$ cat config.mk
export PLATFORM = sky130hd
export DESIGN_NAME = crtc_regfile
export DESIGN_NICKNAME = d
export VERILOG_FILES = /design/src/rtl/crtc_pkg.sv /design/src/rtl/crtc_index_port.sv /design/src/rtl/crtc_byte_pair.sv /design/src/rtl/crtc_lightpen.sv /design/src/rtl/crtc_regfile.sv
export SDC_FILE = /design/constraint.sdc
export NUM_CORES = 1
export LEC_CHECK = 0
export BUFFER_PORTS_ARGS = -buffer_cell sky130_fd_sc_hd__buf_2
export CAP_MARGIN = 20
export CORE_MARGIN = 1.5
export CORE_UTILIZATION = 59
export CTS_CLUSTER_DIAMETER = 150
export DETAILED_ROUTE_END_ITERATION = 8
export HOLD_SLACK_MARGIN = 0.02
export PLACE_DENSITY_LB_ADDON = 0.1
export RECOVER_POWER = 25
export SYNTH_ARGS = -nofsm -noshare
export SYNTH_HDL_FRONTEND = slang
export SYNTH_HIERARCHICAL = 1
export SYNTH_SLANG_ARGS = --single-unit
$ cat constraint.sdc
create_clock -name clk_i -period 5.2 [get_ports clk_i]
set_input_delay 0 -clock clk_i [delete_from_list [all_inputs] [get_ports clk_i]]
set_output_delay 0 -clock clk_i [all_outputs]
set_load 0.005 [all_outputs]
$ cat src/rtl/crtc_pkg.sv
package crtc_pkg;
  typedef logic [7:0] byte_t;

  localparam byte_t IX_HTOT   = 8'h00;
  localparam byte_t IX_HDISP  = 8'h01;
  localparam byte_t IX_HSPOS  = 8'h02;
  localparam byte_t IX_SWID   = 8'h03;
  localparam byte_t IX_VTOT   = 8'h04;
  localparam byte_t IX_VADJ   = 8'h05;
  localparam byte_t IX_VDISP  = 8'h06;
  localparam byte_t IX_VSPOS  = 8'h07;
  localparam byte_t IX_MAXSC  = 8'h09;
  localparam byte_t IX_CSTART = 8'h0A;
  localparam byte_t IX_CEND   = 8'h0B;
  localparam byte_t IX_SAH    = 8'h0C;
  localparam byte_t IX_SAL    = 8'h0D;
  localparam byte_t IX_CLH    = 8'h0E;
  localparam byte_t IX_CLL    = 8'h0F;
  localparam byte_t IX_PENH   = 8'h10;
  localparam byte_t IX_PENL   = 8'h11;
  localparam byte_t UNIMP_VAL = 8'hFF;

  function automatic logic is_impl(byte_t ix);
    return (ix <= IX_PENL) && (ix != 8'h08);
  endfunction
endpackage

$ cat src/rtl/crtc_index_port.sv
module crtc_index_port #(
  parameter int ADDR_W = 4,
  parameter int PAIRS  = 4
) (
  input  logic              clk_i,
  input  logic              rst_ni,
  input  logic [ADDR_W-1:0] addr_i,
  input  logic              wr_i,
  input  logic [7:0]        wdata_i,
  output logic [7:0]        idx_o,
  output logic              hit_o,
  output logic              data_sel_o,
  output logic              data_wr_o
);
  localparam int PAIR_W = ADDR_W - 1;

  logic [7:0] idx_q;

  assign hit_o      = addr_i[ADDR_W-1:1] < PAIR_W'(PAIRS);
  assign data_sel_o = addr_i[0];
  assign data_wr_o  = wr_i && hit_o && addr_i[0];
  assign idx_o      = idx_q;

  always_ff @(posedge clk_i or negedge rst_ni) begin
    if (!rst_ni)                           idx_q <= '0;
    else if (wr_i && hit_o && !addr_i[0])  idx_q <= wdata_i;
  end

  AST_INDEX_HOLD: assert property (@(posedge clk_i) disable iff (!rst_ni)
    !(wr_i && !addr_i[0]) |=> $stable(idx_o));
endmodule

$ cat src/rtl/crtc_byte_pair.sv
module crtc_byte_pair #(
  parameter int W = 16
) (
  input  logic         clk_i,
  input  logic         rst_ni,
  input  logic         hi_we_i,
  input  logic         lo_we_i,
  input  logic [7:0]   wdata_i,
  output logic [W-1:0] val_o
);
  localparam int HI_W = W - 8;

  logic [HI_W-1:0] hi_q;
  logic [7:0]      lo_q;

  always_ff @(posedge clk_i or negedge rst_ni) begin
    if (!rst_ni) begin
      hi_q <= '0;
      lo_q <= '0;
    end else begin
      if (hi_we_i) hi_q <= wdata_i[HI_W-1:0];
      if (lo_we_i) lo_q <= wdata_i;
    end
  end

  assign val_o = {hi_q, lo_q};

  AST_PAIR_LO_KEEP: assert property (@(posedge clk_i) disable iff (!rst_ni)
    !lo_we_i |=> $stable(val_o[7:0]));
endmodule

$ cat src/rtl/crtc_lightpen.sv
module crtc_lightpen #(
  parameter int PEN_W = 14
) (
  input  logic             clk_i,
  input  logic             rst_ni,
  input  logic             strobe_i,
  input  logic             clear_i,
  input  logic [PEN_W-1:0] cap_i,
  input  logic             hi_we_i,
  input  logic             lo_we_i,
  input  logic [PEN_W-9:0] hi_data_i,
  input  logic [7:0]       lo_data_i,
  output logic [PEN_W-1:0] pen_o,
  output logic             latched_o
);
  logic [PEN_W-1:0] pen_q;
  logic             latched_q;
  logic             capture;

  assign capture = strobe_i && !latched_q;

  always_ff @(posedge clk_i or negedge rst_ni) begin
    if (!rst_ni) begin
      pen_q     <= '0;
      latched_q <= 1'b0;
    end else begin
      latched_q <= clear_i ? 1'b0 : (latched_q || strobe_i);
      if (capture) pen_q <= cap_i;
      else begin
        if (hi_we_i) pen_q[PEN_W-1:8] <= hi_data_i;
        if (lo_we_i) pen_q[7:0]       <= lo_data_i;
      end
    end
  end

  assign pen_o     = pen_q;
  assign latched_o = latched_q;

  AST_PEN_FREEZE: assert property (@(posedge clk_i) disable iff (!rst_ni)
    (latched_o && !hi_we_i && !lo_we_i) |=> $stable(pen_o));
  AST_PEN_ARM: assert property (@(posedge clk_i) disable iff (!rst_ni)
    (strobe_i && !clear_i) |=> latched_o);
  AST_PEN_REARM: assert property (@(posedge clk_i) disable iff (!rst_ni)
    clear_i |=> !latched_o);
endmodule

$ cat src/rtl/crtc_regfile.sv
module crtc_regfile
  import crtc_pkg::*;
#(
  parameter int ADDR_W    = 4,
  parameter int PAIRS     = 4,
  parameter int PEN_W     = 14,
  parameter int MA_W      = 16,
  parameter int VSW_W     = 5,
  parameter int VSW_FIXED = 16
) (
  input  logic              clk_i,
  input  logic              rst_ni,
  input  logic              ext_variant_i,
  input  logic [ADDR_W-1:0] addr_i,
  input  logic              wr_i,
  input  logic              rd_i,
  input  logic [7:0]        wdata_i,
  output logic [7:0]        rdata_o,
  input  logic              pen_strobe_i,
  input  logic              pen_clear_i,
  input  logic [PEN_W-1:0]  pen_addr_i,
  output logic [7:0]        h_total_o,
  output logic [7:0]        h_disp_o,
  output logic [7:0]        h_sync_pos_o,
  output logic [3:0]        h_sync_wid_o,
  output logic [7:0]        v_total_o,
  output logic [7:0]        v_adjust_o,
  output logic [7:0]        v_disp_o,
  output logic [7:0]        v_sync_pos_o,
  output logic [VSW_W-1:0]  v_sync_wid_o,
  output logic [4:0]        max_scan_o,
  output logic [4:0]        cur_first_o,
  output logic [4:0]        cur_last_o,
  output logic              cur_en_o,
  output logic [MA_W-1:0]   start_addr_o,
  output logic [MA_W-1:0]   cur_addr_o,
  output logic [PEN_W-1:0]  pen_o,
  output logic              pen_latched_o,
  output logic              resize_o
);
  localparam int NPAIR = 2;

  logic [7:0] idx;
  logic       hit, data_sel, data_wr;
  logic [7:0] h_total_q, h_disp_q, h_spos_q, v_total_q, v_adj_q, v_disp_q, v_spos_q;
  logic [3:0] h_sw_q, v_sw_q;
  logic [4:0] max_scan_q, cur_end_q;
  logic [5:0] cur_start_q;
  logic       cur_en_q, resize_q, geo_change;
  logic [7:0] rd_val, rdata_q;
  logic [MA_W-1:0] pair_val [NPAIR];

  crtc_index_port #(.ADDR_W(ADDR_W), .PAIRS(PAIRS)) u_index (
    .clk_i, .rst_ni, .addr_i, .wr_i, .wdata_i,
    .idx_o(idx), .hit_o(hit), .data_sel_o(data_sel), .data_wr_o(data_wr)
  );

  always_ff @(posedge clk_i or negedge rst_ni) begin
    if (!rst_ni) begin
      h_total_q <= '0; h_disp_q <= '0; h_spos_q <= '0;
      v_total_q <= '0; v_adj_q  <= '0; v_disp_q <= '0; v_spos_q <= '0;
      h_sw_q <= '0; v_sw_q <= '0; max_scan_q <= '0;
      cur_start_q <= '0; cur_end_q <= '0; cur_en_q <= 1'b1;
    end else if (data_wr) begin
      case (idx)
        IX_HTOT:   h_total_q <= wdata_i;
        IX_HDISP:  h_disp_q  <= wdata_i;
        IX_HSPOS:  h_spos_q  <= wdata_i;
        IX_SWID: begin
          h_sw_q <= wdata_i[3:0];
          v_sw_q <= wdata_i[7:4];
        end
        IX_VTOT:   v_total_q  <= wdata_i;
        IX_VADJ:   v_adj_q    <= wdata_i;
        IX_VDISP:  v_disp_q   <= wdata_i;
        IX_VSPOS:  v_spos_q   <= wdata_i;
        IX_MAXSC:  max_scan_q <= wdata_i[4:0];
        IX_CSTART: begin
          cur_start_q <= wdata_i[5:0];
          cur_en_q    <= wdata_i[6:5] != 2'b01; // only 01 blanks the cursor
        end
        IX_CEND:   cur_end_q  <= wdata_i[4:0];
        default: ;
      endcase
    end
  end

  // geometry change: compare against stored value after masking
  always_comb begin
    case (idx)
      IX_HTOT:  geo_change = wdata_i != h_total_q;
      IX_HDISP: geo_change = wdata_i != h_disp_q;
      IX_VTOT:  geo_change = wdata_i != v_total_q;
      IX_VADJ:  geo_change = wdata_i != v_adj_q;
      IX_VDISP: geo_change = wdata_i != v_disp_q;
      IX_MAXSC: geo_change = wdata_i[4:0] != max_scan_q;
      default:  geo_change = 1'b0;
    endcase
  end

  always_ff @(posedge clk_i or negedge rst_ni) begin
    if (!rst_ni) resize_q <= 1'b0;
    else         resize_q <= data_wr && geo_change;
  end

  genvar g;
  generate
    for (g = 0; g < NPAIR; g++) begin : g_pair
      localparam byte_t HI_IX = IX_SAH + byte_t'(2 * g);
      crtc_byte_pair #(.W(MA_W)) u_pair (
        .clk_i, .rst_ni,
        .hi_we_i(data_wr && idx == HI_IX),
        .lo_we_i(data_wr && idx == HI_IX + 8'd1),
        .wdata_i,
        .val_o(pair_val[g])
      );
    end
  endgenerate

  crtc_lightpen #(.PEN_W(PEN_W)) u_pen (
    .clk_i, .rst_ni,
    .strobe_i(pen_strobe_i), .clear_i(pen_clear_i), .cap_i(pen_addr_i),
    .hi_we_i(data_wr && idx == IX_PENH), .lo_we_i(data_wr && idx == IX_PENL),
    .hi_data_i(wdata_i[PEN_W-9:0]), .lo_data_i(wdata_i),
    .pen_o, .latched_o(pen_latched_o)
  );

  always_comb begin
    case (idx)
      IX_HTOT:   rd_val = h_total_q;
      IX_HDISP:  rd_val = h_disp_q;
      IX_HSPOS:  rd_val = h_spos_q;
      IX_SWID:   rd_val = ext_variant_i ? {v_sw_q, h_sw_q} : {4'h0, h_sw_q};
      IX_VTOT:   rd_val = v_total_q;
      IX_VADJ:   rd_val = v_adj_q;
      IX_VDISP:  rd_val = v_disp_q;
      IX_VSPOS:  rd_val = v_spos_q;
      IX_MAXSC:  rd_val = {3'b0, max_scan_q};
      IX_CSTART: rd_val = {2'b0, cur_start_q};
      IX_CEND:   rd_val = {3'b0, cur_end_q};
      IX_SAH:    rd_val = pair_val[0][MA_W-1:8];
      IX_SAL:    rd_val = pair_val[0][7:0];
      IX_CLH:    rd_val = pair_val[1][MA_W-1:8];
      IX_CLL:    rd_val = pair_val[1][7:0];
      IX_PENH:   rd_val = 8'(pen_o[PEN_W-1:8]);
      IX_PENL:   rd_val = pen_o[7:0];
      default:   rd_val = UNIMP_VAL;
    endcase
  end

  always_ff @(posedge clk_i or negedge rst_ni) begin
    if (!rst_ni)         rdata_q <= '0;
    else if (rd_i && hit) rdata_q <= data_sel ? rd_val : idx;
  end

  assign rdata_o      = rdata_q;
  assign resize_o     = resize_q;
  assign h_total_o    = h_total_q;
  assign h_disp_o     = h_disp_q;
  assign h_sync_pos_o = h_spos_q;
  assign h_sync_wid_o = h_sw_q;
  assign v_total_o    = v_total_q;
  assign v_adjust_o   = v_adj_q;
  assign v_disp_o     = v_disp_q;
  assign v_sync_pos_o = v_spos_q;
  assign v_sync_wid_o = ext_variant_i ? VSW_W'(v_sw_q) : VSW_W'(VSW_FIXED);
  assign max_scan_o   = max_scan_q;
  assign cur_first_o  = cur_start_q[4:0];
  assign cur_last_o   = cur_end_q;
  assign cur_en_o     = cur_en_q;
  assign start_addr_o = pair_val[0];
  assign cur_addr_o   = pair_val[1];

  AST_RESIZE_CAUSE: assert property (@(posedge clk_i) disable iff (!rst_ni)
    resize_o |-> $past(wr_i && addr_i[0]));
  AST_UNIMP_READ: assert property (@(posedge clk_i) disable iff (!rst_ni)
    (rd_i && hit && data_sel && !is_impl(idx)) |=> rdata_o == UNIMP_VAL);
  AST_READ_HOLD: assert property (@(posedge clk_i) disable iff (!rst_ni)
    !rd_i |=> $stable(rdata_o));
  AST_CUR_EN_KEEP: assert property (@(posedge clk_i) disable iff (!rst_ni)
    !(wr_i && addr_i[0]) |=> $stable(cur_en_o));
endmodule

# Word level (Yosys, flattened, before mapping)
# Index checks and enable logic that the tools add are counted.
# W data, S select, Z words.
classes:
  order_cmp: 1
  n_eq_ne: 23
  n_mux: 9
  n_reduce_logical: 29
op_table:
  columns: ["cell", "n"]
  rows:
  - ["$pmux W8 S17", 1]
  - ["$eq A8 B4 Y1 const B", 7]
  - ["$ne A8 B8 Y1", 5]
  - ["$eq A8 B3 Y1 const B", 4]
  - ["$mux W8", 3]
  - ["$reduce_and A2 Y1", 11]
  - ["$eq A8 B2 Y1 const B", 2]
  - ["$eq A8 B5 Y1 const B", 2]
  - ["$mux W14", 1]
  - ["$logic_and A1 B1 Y1", 12]
  - ["$eq A8 B1 Y1 const B", 1]
  - ["$logic_not A8 Y1", 1]
  - ["$mux W6", 1]
  - ["$pmux W1 S6", 1]
  - ["$mux W5", 1]
  - ["$ne A5 B5 Y1", 1]
  - ["$reduce_bool A2 Y1", 2]
  - ["$lt A3 B3 Y1 const B", 1]
  - ["$logic_not A1 Y1", 2]
  - ["$ne A2 B1 Y1 const B", 1]
  - ["$logic_or A1 B1 Y1", 1]
  - ["$mux W1", 1]
word_totals:
  output_inout_bits: 137
  in_bits: 33
  wordCells: 85
  regBits: 145

# Longest topological paths before layout
# Gate-level depths: netlist (run 1).
depth:
  word_depth: 6
  mapped_depth: 9
  mapped_depth_nobuf: 8

# Cells and area by module
# Netlist (run 1), hierarchy kept.
by_module_without_submodules:
  columns: ["mod", "instances", "area_each_um2", "seq_area_each_um2", "cells_per_inst"]
  rows:
  - ["crtc_regfile", 1, 5191.2, 2253.4, 487]
  - ["crtc_byte_pair", 2, 663.1, 400.4, 34]
  - ["crtc_lightpen", 1, 843.3, 375.4, 49]
  - ["crtc_index_port", 1, 326.6, 200.2, 20]

# Least setup slack after synthesis (run 1)
# No wires, ideal clock.
synth_path:
  path_kind: "register to register"
  start: "reg u_index.idx_q[0] (netlist: u_index/idx_o[0])"
  end: "reg u_pen.pen_q[0] (netlist: u_pen/pen_o[0])"
  setup_slack_ps: 2756
  t_required_ps: 5075
  setup_time_ps: 125
  stages_incl_launch_ff: 9
  t_arrival_ps: 2319
  period_less_slack_ps: 2444
  path_cell_list: "dfrtp_1 -> buf_2 -> buf_1 -> buf_1 -> clkbuf_1 -> and3_1 -> buf_6 -> mux2_4 -> mux2_4"
synth_between:
  elab_chain_len: 3
synth_rtl:
  columns: ["element", "line_no", "source"]
  rows:
  - ["from (decl)", "crtc_index_port.sv:17", "logic [7:0] idx_q;"]
  - ["from (signal assigned)", "crtc_index_port.sv:26", "else if (wr_i && hit_o && !addr_i[0]) idx_q <= wdata_i;"]
  - ["$eq A8 B5 Y1", "crtc_regfile.sv:123", ".hi_we_i(data_wr && idx == IX_PENH), .lo_we_i(data_wr && idx == IX_PENL),"]
  - ["$logic_and A1 B1 Y1", "crtc_regfile.sv:123", null]
  - ["$reduce_bool A2 Y1 (no line)", null, null]
  - ["to (signal assigned)", "crtc_lightpen.sv:28", "if (capture) pen_q <= cap_i;"]
  - ["to (signal, indexed assignment)", "crtc_lightpen.sv:30", "if (hi_we_i) pen_q[PEN_W-1:8] <= hi_data_i;"]
  - ["to (signal assigned)", "crtc_lightpen.sv:31", "if (lo_we_i) pen_q[7:0] <= lo_data_i;"]
  - ["to (decl)", "crtc_lightpen.sv:16", "logic [PEN_W-1:0] pen_q;"]
# Every way passes these cells.
# A chain may end at the register's enable or synchronous reset.

# Final worst setup path (run 1)
layout_path:
  start: "reg u_index.idx_q[2] (netlist: u_index/idx_o[2])"
  end: "reg rdata_q[3] (netlist: rdata_o[3])"
layout_between:
  elab_chain_len: 3
layout_rtl:
  columns: ["element", "line_no", "source"]
  rows:
  - ["$eq A8 B5 Y1, or another cell as far along", "crtc_regfile.sv:129", "case (idx)"]
  - ["$pmux W8 S17 (*)", "crtc_regfile.sv:129", null]
  - ["$mux W8 (*)", "crtc_regfile.sv:153", "else if (rd_i && hit) rdata_q <= data_sel ? rd_val : idx;"]
  - ["to (signal assigned)", "crtc_regfile.sv:153", null]
  - ["to (decl)", "crtc_regfile.sv:50", "logic [7:0] rd_val, rdata_q;"]
# Every way passes the cells marked *; elsewhere a longest branch is shown, timed or not.

==> results of run 1 <==
[state kept, by name (all words and copies together) (netlist names)]
signal and count:
max_scan_o 5, v_disp_o 8, h_sync_pos_o 8, rdata_o 8, g_pair.u_pair/lo_q 16, h_total_o 8, h_disp_o 8, u_index/idx_o 8
resize_o 1, cur_en_o 1, v_adjust_o 8, h_sync_wid_o 4, v_sync_pos_o 8, cur_start_q 6, v_total_o 8, u_pen/latched_o 1
v_sw_q 4, u_pen/pen_o 14, cur_last_o 5, g_pair.u_pair/hi_q 16
[cell families after synthesis]
group,share of synthesized area [%]
mux,27.59
flops,47.22
simple gates,10.74
compound gates,8.675
buf+inv,4.297
xor+xnor,1.481
[worst max-delay path, delay by kind of cell, from the launching register on]
| family | cells | cell delay [ns] |
|---|---|---|
| compound gates | 4 | 1.51 |
| buf+inv | 1 | 0.32 |
| flops | 1 | 0.61 |
| simple gates | 2 | 0.68 |
[power by group]
part	internal, mW	leakage [nW]	switching, mW
sequential	1.24	1.92	0.133
clock	0.925	0.318	0.493
combinational	0.292	2.43	0.326
[synth_stat cells, drive strengths merged (4+ instances only)]
cell and instances:
xnor2 4, and2 5, dfrtp 144, nand3 13, and3 9, nor2 34, nor3 5, a22oi 10
o22ai 10, mux2 157, a21oi 5, clkbuf 23, buf 28, inv 12, mux2i 9, a22o 8
o31ai 5, and4b 6, a31oi 6, nand2 33, nor2b 5, a211oi 6, nor4 7, o21ai 16
nand4 4, xor2 9, nor4bb 6
[metal layers]
metal | part of all wire, % | up-vias | track usage (%) | routed length (um)
li1 | - | 2608 | - | -
met1 | 41 | 3007 | 43.97 | 9185
met2 | 47 | 331 | 52.52 | 10650
met3 | 8.5 | 55 | 8.496 | 1916
met4 | 3.2 | 0 | 15.10 | 709
met5 | 0 | - | 0 | 0
[worst paths after layout]
kind / startpoint / endpoint / slack (ns) / cells past startpoint
max: u_index/idx_o[2] / rdata_o[3] / 1.92 / 7
max reg2reg: u_index/idx_o[2] / rdata_o[3] / 1.92 / 7
min in group asynchronous: rst_ni / u_pen/latched_o / 0.15 / 2
min reg2reg: rdata_o[6] / rdata_o[6] / 0.50 / 2
max in group asynchronous: rst_ni / v_disp_o[4] / 3.73 / 3
min: addr_i[3] / u_index/idx_o[2] / 0.04 / 3
[cell type report]
class / count / area, um2
clock inverter: 13 / 231.5
multi-input combinational: 416 / 3727
fill: 922 / 3322
clock buffer: 19 / 452.9
sequential: 145 / 3631
timing repair buffer: 191 / 1046
inverter: 12 / 45.04
tap: 172 / 215.2
==> results.yml, run 1 <==
run_status:
  status: "complete, no violations"
detailed_routing:
  drt_iter0_markers: 515
  ant_nets: 0
  drc_errors: 0
  routed_wl_mm: 22.46
  drt_first_pass_iters: 6
  wl_per_cell_um: 23.20
  vias_per_cell: 6.199
  num_vias: 6001
clock_network:
  cts_setup_buffers: 0
  root_buffer: "clkbuf_16"
  clkLatencyLatePin_ns: 0.43
  cts_sinks: 145
  post_cts_resized: 0
  cts_buffer_depth: 2
  cts_hold_buf: 18
  htree_num_levels: 4
  path_clk_slew_ns: 0.06
  cts_inserted_buffers: 17
  cts_tree: "built"
final_layout:
  syn_to_final_growth_pct: 21.61
  layout.cells.non_filler: 968
  layout-drive-gt1-share_pct: 45.35
  layout_commonest_cell: "buf_2"
  fin_util_pct: 73.78
  n_antenna_cell: 0
  final_cell_mix: "buf_2 (149), dfrtp_1 (143), mux2_2 (99)"
  final_area_um2: 9349
  fin_nets: 816
grt:
  grt_pass1_vias: 5879
  antenna_found_initial: 0
  grt_overflow: 0
  gr-usage-all-layers_pct: 33.42
  grt_max_degree: 77
  grt_pass1_wl_mm: 33.46
placed_design:
  placed_cells: 918
  gp_congestion: 0.9458
  placed_area_um2: 8506
  post-dp-hpwl_mm: 15.11
  post-place-ws_ns: 2.062
  port-buffer-count: 167
logic_synthesis:
  yosysTopAreaCell: "dfrtp_1"
  syn_nets: 657
  yosysSeqAreaShare_pct: 47.22
  syn_area_um2: 7687
  synth-warning-count: 6
  synth_top_area_share_pct: 46.88
  synthFlopType: "dfrtp_1"
  synth_edf_count: 0
  async_flop_share_pct: 100.0
  syn_inst: 624
  syn_avg_cell_area_um2: 12.32
  synth_cell_types: 67
  yosys-top-cells-area: "dfrtp_1 (47%), mux2_2 (15%), mux2_4 (11%), nand2_1 (1.6%), nor2_1 (1.5%)"
  ys_ff_latch: 145
sta:
  max_freq_mhz: 305.0
  finClkSkew_ns: 0.006056
  slew-limit-headroom_pct: 24.90
  fin_crit_ns: 3.279
  drv_slew: 0
  fin_setup_tns_ns: 0
  holdWs_ns: 0.03516
  timing.final.ws_setup_ns: 1.921
  setup_violations: 0
  hold_viol: 0
  grt_setup_unrepaired: "no"
  period_share_pct: 63.06
  worst_slew_pin_slew_ns: 1.122
flow_run:
  drv_cap: 0
floorplan:
  core_um2: 12670
  die-width_um: 117.1
  rows: 41
  die_area_um2: 13720
  die_h_um: 117.1
  pin_count: 170
  start_util_pct: 60.67
worst_setup_path:
  cp.required_ns: 5.48
  end_kind: "flip-flop"
  path_max_fanout: 19
  max_stage_delay_ns: 0.83
  startpoint_type: "flip-flop"
  worstSetupPathType: "flip-flop to flip-flop"
  cp.arrival_ns: 3.56
  slowest_stage: "a2111oi_0"
  path_cells: "buf_4 > nor2_1 > o2bb2ai_1 > nand2_1 > a221o_1 > a2111oi_0 > o31ai_1"
pwr:
  p_leak_nw: 4.664
  power_density_nw_per_um2: 364.5
  power_mw: 3.408
  ir_worst_vdd_mv: 0.2168
hold_path:
  hold_path_class: "input port to flip-flop"
Note: power is estimated with default switching activity, not from simulation.
==> run 2, diff against run 1 <==
Settings changed: ABC_AREA set to 1, CORE_UTILIZATION 59 to 55.
Clock period 5.2 ns to 3.27 ns, I/O delays scaled along.
==> run 2 against run 1 <==
The run now ends with max-capacitance violations, max-slew violations left. Non-clock buffer count is 16 higher. Flip-flop and latch count stayed put. Total power is 52% higher. Cell count is 43% higher. Critical endpoint is now g_pair[1].u_pair/hi_q[5]. Cell area is 0.27% lower. Worst setup slack worse by 1.2 ns. Die area is 4.7% higher.
==> results.yml, run 2 <==
run_status:
  status: "finished, violations left"
  violations: "max-capacitance violations, max-slew violations"
final_layout:
  final_cell_mix: "nand2_1 (468), buf_2 (162), dfrtp_1 (144)"
  syn_to_final_growth_pct: 24.12
  nFillCells: 1143
  layout.cells.non_filler: 1383
  fin_nets: 1227
  final_area_um2: 9324
  n_antenna_cell: 0
  layout_commonest_cell: "nand2_1"
  register_area_um2: 3630
  layout-drive-gt1-share_pct: 20.05
  multiInputGateArea_um2: 3358
worst_setup_path:
  startpoint_type: "flip-flop"
  rr_startpoint: "u_index/idx_o[7]"
  cp.required_ns: 3.58
  slowest_stage: "nor2_1"
  path_cells: "nor2_2 > nand2_4 > nor2_1 > inv_2 > nor2_2 > inv_1 > nor2_1 > inv_2 > nand2_1 > nand2_1"
  max_stage_delay_ns: 0.49
  worstSetupPathType: "flip-flop to flip-flop"
  path_max_fanout: 10
  cpLargestDelayFamily: "simple AND/OR/NAND/NOR gates"
  cp.arrival_ns: 2.82
  end_kind: "flip-flop"
  worst-path-buf-inv: 3
  critPathLaunch: "u_index/idx_o[7]"
sta:
  max_freq_mhz: 398.0
  setup_violations: 0
  period_share_pct: 76.84
  fin_crit_ns: 2.513
  drv_slew: 91
  grt_setup_unrepaired: "no"
  finClkSkew_ns: 0.009703
  worst_slew_pin_slew_ns: 2.263
  slew-limit-headroom_pct: -50.90
  fin_setup_tns_ns: 0
  hold_viol: 0
logic_synthesis:
  syn_inst: 1006
  syn_avg_cell_area_um2: 7.467
  syn_nets: 1039
  synth-warning-count: 6
  synthFlopType: "dfrtp_1"
  yosys-top-cells-area: "dfrtp_1 (48%), nand2_1 (23%), o21ai_0 (5.7%), nand3_1 (4.5%), inv_1 (2.7%)"
  yosysTopAreaCell: "dfrtp_1"
  synth_cell_types: 37
  synth_top_area_share_pct: 47.97
  synth_edf_count: 0
  async_flop_share_pct: 100.0
  ys_ff_latch: 145
  yosysMostFrequentCell: "nand2_1"
  yosysSeqAreaShare_pct: 48.32
  syn_area_um2: 7512
  synth_common_cells: "nand2_1 (468), dfrtp_1 (144), o21ai_0 (86)"
detailed_routing:
  drc_errors: 0
  routed_wl_mm: 23.98
  num_vias: 7633
  drt_iter0_markers: 873
  drt_first_pass_iters: 7
  ant_nets: 0
  vias_per_cell: 5.519
  wl_per_cell_um: 17.34
floorplan:
  die_area_um2: 14370
  start_util_pct: 56.50
  die-width_um: 119.9
  pin_count: 170
  die_h_um: 119.9
  rows: 42
  core_um2: 13300
clock_network:
  cts_sinks: 145
  cts_setup_buffers: 0
  cts_inserted_buffers: 17
  clkLatencyLatePin_ns: 0.43
  path_clk_slew_ns: 0.06
  post_cts_resized: 0
  cts_buffer_depth: 2
  cts_tree: "built"
  root_buffer: "clkbuf_16"
  htree_num_levels: 4
pwr:
  power_mw: 5.184
  ir_worst_vdd_mv: 0.3848
  p_leak_nw: 5.140
  power_density_nw_per_um2: 556.0
placed_design:
  post-dp-hpwl_mm: 16.51
  placed_cells: 1316
  gp_congestion: 0.9884
  port-buffer-count: 167
  placed_area_um2: 8376
grt:
  grt_overflow: 0
  grt_max_degree: 92
  antenna_found_initial: 0
  grt_pass1_wl_mm: 37.78
  grt_pass1_vias: 7142
  gr-usage-all-layers_pct: 34.64
hold_path:
  hold_path_class: "input port to flip-flop"
  hold_start: "pen_strobe_i"
flow_run:
  drv_cap: 1
-- run 2: repair_timing --
| item | in CTS | in global routing |
|---|---|---|
| endpoints found under the hold margin | 148 | 0 |
| endpoints found under the setup margin | 0 | 0 |
| hold buffers | 35 | 0 |
-- run 2: logic make-up after synthesis --
group / after synthesis / synth area share, %
xor+xnor: 2 / 0.2332
flops: 145 / 48.32
simple gates: 637 / 36.61
buf+inv: 108 / 6.812
compound gates: 114 / 8.028
-- run 2: where the power goes --
| group | total, mW | internal [mW] | switching (mW) |
|---|---|---|---|
| logic | 0.906 | 0.356 | 0.551 |
| clock network | 2.06 | 1.31 | 0.748 |
| registers | 2.22 | 2.00 | 0.217 |
-- run 2: worst register-to-register path: cells and delay by family (launching register included) --
kind / cells / cell delay [ns]
buf+inv: 3 / 0.36
flops: 1 / 0.40
simple gates: 7 / 1.65
-- run 2: final cells by class --
cell class                 count  area share (%)
clock buffer                  22           4.979
clock inverter                10           1.691
inverter                      70           2.818
multi-input combinational    753           36.02
sequential                   145           38.93
tap                          176           2.362
timing repair buffer         207           13.20
-- run 2: through the flow --
step                setup slack (ns)  utilization [%]  hold WS [ns]
global route                  0.4856            70.13       0.07258
global placement              0.9175            63.00        0.1322
detailed placement            0.8855            63.00        0.1250
floorplan                      1.398                -       -0.2956
finish                        0.7573            70.13       0.04460
CTS                           0.8397            70.31       0.04046
-- run 2: per-layer routing --
layer / vias up / part of all wire (%) / global-route usage (%) / routed length, um
li1: 3586 / - / - / -
met1: 3550 / 43 / 49.02 / 10200
met2: 424 / 45 / 52.62 / 10820
met3: 73 / 8.9 / 6.274 / 2145
met4: 0 / 3.4 / 14.88 / 823
met5: - / 0 / 0 / 0
-- run 2: worst paths after layout --
path / cells past startpoint / slack [ns] / end
max: 10 / 0.76 / g_pair[1].u_pair/hi_q[5]
min: 4 / 0.04 / u_pen/pen_o[9]
max reg2reg: 10 / 0.76 / g_pair[1].u_pair/hi_q[5]
min reg2reg: 2 / 0.47 / cur_en_o
max in group asynchronous: 2 / 1.15 / u_pen/pen_o[8]
min in group asynchronous: 2 / 0.78 / h_sync_pos_o[6]
==> run 3, diff against run 2 <==
Clock period 3.27 ns to 2.6 ns, I/O delays scaled along.
==> run 3 against run 2 <==
The flow now finishes without violations. Non-clock buffer count rose by 4. Cell count grew 0.29%. Combinational power grew 26%. Worst setup slack got worse by 0.56 ns. Global-route usage increased by 0.37 points. Wire length grew 1.2%. Clock power is 26% higher.
==> results.yml, run 3 (same netlist as run 2, synthesis figures left out) <==
run_status:
  status: "complete, no violations"
final_layout:
  layout_commonest_cell: "nand2_1"
  final_cell_mix: "nand2_1 (468), buf_2 (164), dfrtp_1 (144)"
  syn_to_final_growth_pct: 24.42
  layout-drive-gt1-share_pct: 21.14
  n_antenna_cell: 0
  fin_nets: 1231
  final_area_um2: 9346
placed_design:
  placed_area_um2: 8436
  gp_congestion: 0.9468
  port-buffer-count: 167
  post-dp-hpwl_mm: 16.91
sta:
  drv_slew: 0
  max_freq_mhz: 416.4
  setup_violations: 0
  slew-limit-headroom_pct: 7.813
  fin_crit_ns: 2.401
  worst_slew_pin_slew_ns: 1.383
  grt_setup_unrepaired: "no"
  period_share_pct: 92.36
  finClkSkew_ns: 0.007216
  hold_viol: 0
  fin_setup_tns_ns: 0
worst_setup_path:
  crit_end: "u_pen/pen_o[10]"
  cp.required_ns: 2.97
  slowest_stage: "dlygate4sd3_1"
  worstSetupPathType: "input port to flip-flop"
  cpLargestDelayFamily: "buffers and inverters"
  path_max_fanout: 12
  critPathLaunch: "addr_i[3]"
  regToRegSetupSlack_ns: 0.31
  startpoint_type: "input port"
  crit_cells: 14
  cp.arrival_ns: 2.77
  max_stage_delay_ns: 0.56
  ff2ff_path_depth: 9
  worst-path-buf-inv: 7
  rr_startpoint: "u_index/idx_o[3]"
  end_kind: "flip-flop"
  path_cells: "dlygate4sd3_1 > buf_2 > inv_2 > nand2_1 > nor2_1 > buf_4 > inv_1 > nor4_1 > buf_4 > nand2_1 > nand2_1 > nand2_1 > dlygate4sd3_1 > nand2_1"
  path_common_cell: "nand2_1"
  r2r-end: "u_pen/pen_o[10]"
detailed_routing:
  num_vias: 7737
  met1_length_mm: 10.22
  drt_iter0_markers: 798
  drt_first_pass_iters: 7
  top_layer_used: "met4"
  ant_nets: 0
  routed_wl_mm: 24.27
  wl_per_cell_um: 17.50
  wl_met3_mm: 2.118
  drc_errors: 0
  route.met2.wl_mm: 11.18
  vias_per_cell: 5.578
clock_network:
  cts_buffer_depth: 2
  cts_tree: "built"
  clkLatencyLatePin_ns: 0.43
  cts_hold_buf: 31
  root_buffer: "clkbuf_16"
  cts_inserted_buffers: 17
  post_cts_resized: 0
  htree_num_levels: 4
  path_clk_slew_ns: 0.06
  cts_sinks: 145
  cts_setup_buffers: 0
flow_run:
  drv_cap: 0
grt:
  antenna_found_initial: 0
  grt_overflow: 0
  grt_pass1_vias: 7085
  grt_max_degree: 62
  gr-usage-all-layers_pct: 35.01
  grt_pass1_wl_mm: 38.21
floorplan:
  core_um2: 13300
  die-width_um: 119.9
  start_util_pct: 56.50
  rows: 42
  die_h_um: 119.9
  pin_count: 170
  die_area_um2: 14370
pwr:
  power_mw: 6.517
  power_density_nw_per_um2: 697.3
  ir_worst_vdd_mv: 0.4577
  p_leak_nw: 5.184
hold_path:
  hold_path_class: "input port to flip-flop"
## run 3: cell count changes in the layout (fill, tap and decap cells not counted), moves of 2 or more
| cell | delta |
|---|---|
| buf_4 | +8 |
| clkbuf_1 | -5 |
| clkbuf_8 | +4 |
| dlygate4sd3_1 | -4 |
| buf_2 | +2 |
| clkinvlp_4 | -2 |
## run 3: cell type report
type	instances	area, um2
fill	1128	3949
sequential	145	3630
multi-input combinational	753	3358
timing repair buffer	211	1241
clock buffer	23	508.0
inverter	70	262.8
tap	176	220.2
clock inverter	9	126.4
## run 3: power by group
| part | internal (mW) | switching [mW] |
|---|---|---|
| Combinational | 0.445 | 0.697 |
| Clock | 1.66 | 0.933 |
| Sequential | 2.52 | 0.270 |
| Total | 4.62 | 1.90 |
## run 3: per-stage QoR
| step | hold WS (ns) | cells | worst slack (ns) | util (%) |
|---|---|---|---|---|
| final | 0.02480 | 1387 | 0.1987 | 70.30 |
| after global routing | 0.03398 | 1387 | 0.05239 | 70.30 |
| after CTS | 0.02396 | 1387 | 0.2304 | 70.55 |
| after detailed placement | -0.008064 | 1324 | 0.3982 | 63.45 |
| after global placement | -0.008109 | 1324 | 0.4147 | 63.45 |
| after floorplan | -0.2956 | 1006 | 0.7278 | - |
## run 3: per-layer routing
metal / track usage [%] / vias up
met3: 6.987 / 53
met1: 49.30 / 3660
met2: 53.63 / 436
met5: 0 / -
met4: 13.76 / 0
li1: - / 3588
## run 3: worst min-delay path by stage
stage                                     to  slack (ns)       start  depth (start not counted)
floorplan                      cur_last_o[0]       -0.30      rst_ni                          0
global placement             h_sync_pos_o[6]      -0.008      rst_ni                          1
detailed placement           h_sync_pos_o[6]      -0.008      rst_ni                          1
CTS                 g_pair[1].u_pair/hi_q[6]        0.02  wdata_i[6]                          4
global route        g_pair[1].u_pair/lo_q[6]        0.03  wdata_i[6]                          4
finish              g_pair[1].u_pair/hi_q[6]        0.02  wdata_i[6]                          4
## run 3: worst register-to-register path, delay by kind of cell (launching register included)
| family | cells | cell delay (ns) |
|---|---|---|
| buffers and inverters | 3 | 0.95 |
| and+or+nand+nor | 6 | 0.75 |
| DFF | 1 | 0.53 |
